File: config.mk
export PLATFORM = sky130hd
export DESIGN_NAME = gpio_port
export DESIGN_NICKNAME = d
export VERILOG_FILES = /design/src/rtl/gpio_pkg.sv /design/src/rtl/gpio_regs.sv /design/src/rtl/gpio_sync.sv /design/src/rtl/gpio_pad_ctrl.sv /design/src/rtl/gpio_port.sv
export SDC_FILE = /design/constraint.sdc
export NUM_CORES = 1
export LEC_CHECK = 0
export ABC_AREA = 1
export CAP_MARGIN = 20
export CELL_PAD_IN_SITES_DETAIL_PLACEMENT = 0
export CELL_PAD_IN_SITES_GLOBAL_PLACEMENT = 1
export CORE_AREA = 2 2 73 75
export DETAILED_ROUTE_END_ITERATION = 10
export DIE_AREA = 0 0 75 77
export PLACE_DENSITY = 0.8
export SYNTH_ARGS = -nofsm -noshare
export SYNTH_HDL_FRONTEND = slang
export SYNTH_SLANG_ARGS = --single-unit
File: constraint.sdc
create_clock -name clk -period 1.7 [get_ports clk]
set_clock_uncertainty 0.1 [all_clocks]
set_input_delay 0.51 -clock clk [delete_from_list [all_inputs] [get_ports clk]]
set_output_delay 0.51 -clock clk [all_outputs]
set_load 0.02 [all_outputs]
File: src/rtl/gpio_pkg.sv
package gpio_pkg;

    localparam int ADDR_W = 2;

    typedef enum logic [ADDR_W-1:0] {
        SEL_DIR  = 2'd0,
        SEL_OUT  = 2'd1,
        SEL_FLIP = 2'd2,
        SEL_NONE = 2'd3
    } reg_sel_e;

    typedef enum logic [1:0] {
        SRC_ZERO,
        SRC_DIR,
        SRC_OUT,
        SRC_PIN
    } rd_src_e;

    // Fixed priority among the read strobes: direction, output, pin.
    function automatic rd_src_e pick_source(input logic s_dir,
                                            input logic s_out,
                                            input logic s_pin);
        if (s_dir)      return SRC_DIR;
        else if (s_out) return SRC_OUT;
        else if (s_pin) return SRC_PIN;
        else            return SRC_ZERO;
    endfunction

endpackage

File: src/rtl/gpio_regs.sv
module gpio_regs
    import gpio_pkg::*;
#(
    parameter int W = 8
) (
    input  logic              clk,
    input  logic              rst,
    input  logic              wr_en,
    input  logic [ADDR_W-1:0] addr,
    input  logic [W-1:0]      wdata,
    output logic [W-1:0]      dir_q,
    output logic [W-1:0]      out_q
);

    reg_sel_e sel;
    assign sel = reg_sel_e'(addr);

    always_ff @(posedge clk or posedge rst) begin
        if (rst) begin
            dir_q <= '0;
        end else if (wr_en && sel == SEL_DIR) begin
            dir_q <= wdata;
        end
    end

    always_ff @(posedge clk or posedge rst) begin
        if (rst) begin
            out_q <= '0;
        end else if (wr_en) begin
            case (sel)
                SEL_OUT:  out_q <= wdata;
                SEL_FLIP: out_q <= out_q ^ wdata;
                default:  out_q <= out_q;
            endcase
        end
    end

endmodule

File: src/rtl/gpio_sync.sv
module gpio_sync #(
    parameter int W      = 8,
    parameter int STAGES = 2
) (
    input  logic         clk,
    input  logic         rst,
    input  logic         sleep,
    input  logic [W-1:0] raw,
    output logic [W-1:0] level
);

    logic [W-1:0] chain [STAGES];

    for (genvar s = 0; s < STAGES; s++) begin : g_stage
        if (s == 0) begin : g_first
            always_ff @(posedge clk or posedge rst) begin
                if (rst) chain[s] <= '0;
                else     chain[s] <= raw;
            end
        end else begin : g_next
            always_ff @(posedge clk or posedge rst) begin
                if (rst) chain[s] <= '0;
                else     chain[s] <= chain[s-1];
            end
        end
    end

    assign level = sleep ? '0 : chain[STAGES-1];

endmodule

File: src/rtl/gpio_pad_ctrl.sv
module gpio_pad_ctrl #(
    parameter int W = 8
) (
    input  logic [W-1:0] dir_q,
    input  logic [W-1:0] out_q,
    input  logic         pull_disable,
    output logic [W-1:0] pad_oe,
    output logic [W-1:0] pad_out,
    output logic [W-1:0] pad_pu
);

    for (genvar i = 0; i < W; i++) begin : g_pin
        assign pad_oe[i]  = dir_q[i];
        assign pad_out[i] = out_q[i];
        assign pad_pu[i]  = !dir_q[i] && out_q[i] && !pull_disable;
    end

endmodule

File: src/rtl/gpio_port.sv
module gpio_port
    import gpio_pkg::*;
#(
    parameter int W      = 8,
    parameter int STAGES = 2
) (
    input  logic              clk,
    input  logic              rst,
    input  logic              wr_en,
    input  logic [ADDR_W-1:0] addr,
    input  logic [W-1:0]      wdata,
    input  logic              rd_dir,
    input  logic              rd_out,
    input  logic              rd_pin,
    output logic [W-1:0]      rdata,
    input  logic              pull_disable,
    input  logic              sleep,
    input  logic [W-1:0]      pad_in,
    output logic [W-1:0]      pad_oe,
    output logic [W-1:0]      pad_out,
    output logic [W-1:0]      pad_pu
);

    logic [W-1:0] dir_q;
    logic [W-1:0] out_q;
    logic [W-1:0] pin_level;
    rd_src_e      src;

    gpio_regs #(.W(W)) u_regs (
        .clk   (clk),
        .rst   (rst),
        .wr_en (wr_en),
        .addr  (addr),
        .wdata (wdata),
        .dir_q (dir_q),
        .out_q (out_q)
    );

    gpio_sync #(.W(W), .STAGES(STAGES)) u_sync (
        .clk   (clk),
        .rst   (rst),
        .sleep (sleep),
        .raw   (pad_in),
        .level (pin_level)
    );

    gpio_pad_ctrl #(.W(W)) u_pad (
        .dir_q        (dir_q),
        .out_q        (out_q),
        .pull_disable (pull_disable),
        .pad_oe       (pad_oe),
        .pad_out      (pad_out),
        .pad_pu       (pad_pu)
    );

    assign src = pick_source(rd_dir, rd_out, rd_pin);

    always_comb begin
        case (src)
            SRC_DIR: rdata = dir_q;
            SRC_OUT: rdata = out_q;
            SRC_PIN: rdata = pin_level;
            default: rdata = '0;
        endcase
    end

endmodule

==> flow_summary.yaml <==
setup_path:
  crit_arrival_ns: 1.18
  crit_buf_inv: 3
  crit_required_ns: 1.09
  slowest_delay_ns: 0.13
  crit_fanout: 5
  crit_start: "rd_out"
  path_cells: "buf_8 > nor2_4 > nor2_4 > buf_12 > nand3_2 > nand3_2 > buf_6"
  reg2reg_from: "u_regs.out_q[0]"
  worstSetupEndpointType: "primary output"
  cp-start-kind: "primary input"
  critPathKind: "in -> out"
  crit_family: "buffers and inverters"
  cpMaxStageDelayCell: "buf_12"
synth:
  yosysMostFrequentCell: "nand2_1"
  muxShareOfSynthArea_pct: 0
  synth-seq-area-share_pct: 54.1
  ys_seq_elements: 32
  avgSynthCellArea_um2: 8.92
  synth_area_um2: 1480
  synth_top_area_share_pct: 54.1
  yosys.area.top_type: "dfrtp_1"
  async_flop_share_pct: 100
  synth_area_leaders: "dfrtp_1 (54%), nand2_1 (14%), nand3_1 (11%)"
  synth_edf_count: 0
  synth_top_family_by_area: "simple AND/OR/NAND/NOR gates"
  ys.flop_type: "dfrtp_1"
  synth_xor_area_share_pct: 0
  synthesis.nets: 194
  yosys.area_share.simple_pct: 37.0
  synthAdderAreaFrac_pct: 1.69
  synth_compound_area_share_pct: 0
  syn_inst: 166
  synthDistinctLibCells: 17
  yosysWarningCount: 0
  synth_common_cells: "nand2_1 (54), dfrtp_1 (32), nand3_1 (32)"
hold_path:
  worstHoldStart: "u_sync.chain[9]"
  hp-class: "reg -> reg"
clock_tree:
  clk_pin_slew_ns: 0.06
  numCtsBuffers: 5
  worst_skew_pair.late_latency_ns: 0.28
  cts_tree: "yes"
  cts_hold_repair.buffers: 0
  cts_max_level: 2
  cts_buffer_depth: 2
  clkSinkCount: 32
  cts_root_buffer: "clkbuf_8"
power_and_ir_drop:
  seq_power_share_pct: 35.6
  leakage_uw: 0.00137
  switching_share_pct: 32.1
  p_int_uw: 1760
  switching_power_uw: 833
  powerDensity_nw_per_um2: 958
  peakVddDrop_mv: 0.384
  power_frac_clock_pct: 27.2
  pwr-share-comb_pct: 37.2
floorplan:
  start_util_pct: 29.8
  die_w_um: 75
  fp.dieH_um: 77
  ios: 58
  core_area_um2: 4980
  dieArea_um2: 5780
  num_rows: 26
route:
  viasPerCell: 4.46
  wirelength_um: 4320
  drtPass1Iterations: 4
  final_antenna_net_count: 0
  drc: 0
  via_count: 1494
  drt_iter0_markers: 83
  wl_per_cell_um: 12.9
global_route:
  grt_first_pass_wirelength_um: 7140
  grt_max_degree: 33
  grt_pass1_vias: 1501
  track_usage_pct: 16.4
  grt-ovfl-total: 0
  antenna_found_initial: 0
run_status:
  outcome: "finished with violations"
  violations: "setup timing"
timing:
  rsz0062_at_grt: "true"
  relSlewSlack_pct: 84.4
  setup_violations: 9
  tightest_slew_ns: 0.233
  fin_setup_tns_ns: -0.661
  hold_viol: 0
  period_minus_slack_ns: 1.79
  fin_ws_ns: -0.0912
  fin_crit_sh_pct: 105
  final_max_slew_viol_count: 0
  max_freq_mhz: 558
final_layout:
  area_growth_pct: 82.7
  nNetsFinal: 292
  final_core_util_pct: 54.4
  diodes: 0
  drive_gt1_share_pct: 49.4
placed_design:
  place_hpwl_um: 3080
  portBuffers: 57
  place_congestion: 0.769
job:
  drv_cap: 0
kinds of logic (layout without fill, tap and decap cells):
family,after synthesis,count (layout)
simple gates,111,112
flops,32,32
buf+inv,21,119
fa+ha+maj,2,2
layer usage:
metal / track usage (%) / part of all wire (%)
met1: 22.4 / 44
met2: 25.6 / 50
met3: 3.15 / 4.1
met4: 5.89 / 1.6
met5: 0 / 0
path summary, 6_finish.rpt:
kind	to	slack, ns	cells after the start
setup / recovery	rdata[0]	-0.09	7
hold / removal	u_sync.chain[1]	0.25	0
setup reg to reg	u_regs.out_q[0]	0.64	6
hold reg to reg	u_sync.chain[1]	0.25	0
max in group asynchronous	u_regs.dir_q[3]	0.86	3
min in group asynchronous	u_sync.chain[10]	0.46	3
state kept, by name, indices dropped and copies added (netlist names):
| name | flops |
|---|---|
| u_regs.dir_q | 8 |
| u_sync.chain | 16 |
| u_regs.out_q | 8 |
placed cells by master, fill, tap and decap left out, types with 2 or more instances in the layout:
| master | n |
|---|---|
| inv_1 | 11 |
| nand2_1 | 54 |
| nand2_2 | 3 |
| buf_12 | 4 |
| clkdlybuf4s50_1 | 19 |
| nor3b_2 | 7 |
| nand4_1 | 8 |
| buf_6 | 13 |
| clkbuf_8 | 5 |
| nand2_4 | 2 |
| buf_2 | 18 |
| inv_4 | 2 |
| nand3_1 | 8 |
| nand3_4 | 3 |
| nand3_2 | 22 |
| nor2_4 | 3 |
| buf_4 | 39 |
| dfrtp_1 | 31 |
stage by stage:
step | hold WS, ns | std cells | power, uW | setup WS [ns] | area, um2
after floorplan | 0.231 | 166 | 1320 | -0.113 | 1520
after global placement | 0.232 | 314 | 1830 | -0.996 | 2350
after detailed placement | 0.235 | 314 | 1830 | -1.02 | 2350
after CTS | 0.249 | 332 | 2610 | -0.101 | 2690
after global routing | 0.254 | 335 | 2740 | -0.133 | 2710
final | 0.247 | 335 | 2590 | -0.0912 | 2710
timing repair:
action | CTS | global route
pin swaps | 9 | 13
hold endpoints to repair | 0 | 0
endpoints found under the setup margin | 40 | 34
setup buffers | 9 | 2
gates resized for setup | 207 | 31
gates cloned | 1 | 1
final cells by class:
class	count	area, um2
flip-flops and latches	32	802
well taps	70	87.6
multi-input cells	114	805
repair buffers	95	827
clock buffers	6	72.6
clock inverters	2	35.0
fillers	446	2270
repair inverters	1	6.26
inverters	15	71.3
power by group through the flow:
stage | Sequential (uW) | Clock [uW] | Combinational (uW)
2_1_floorplan | 1020 | 0 | 296
3_3_place_gp | 927 | 0 | 900
3_5_place_dp | 928 | 0 | 905
4_1_cts | 920 | 727 | 958
5_1_grt | 935 | 761 | 1040
6_report | 923 | 705 | 965
(Power assumes the default switching activity.)
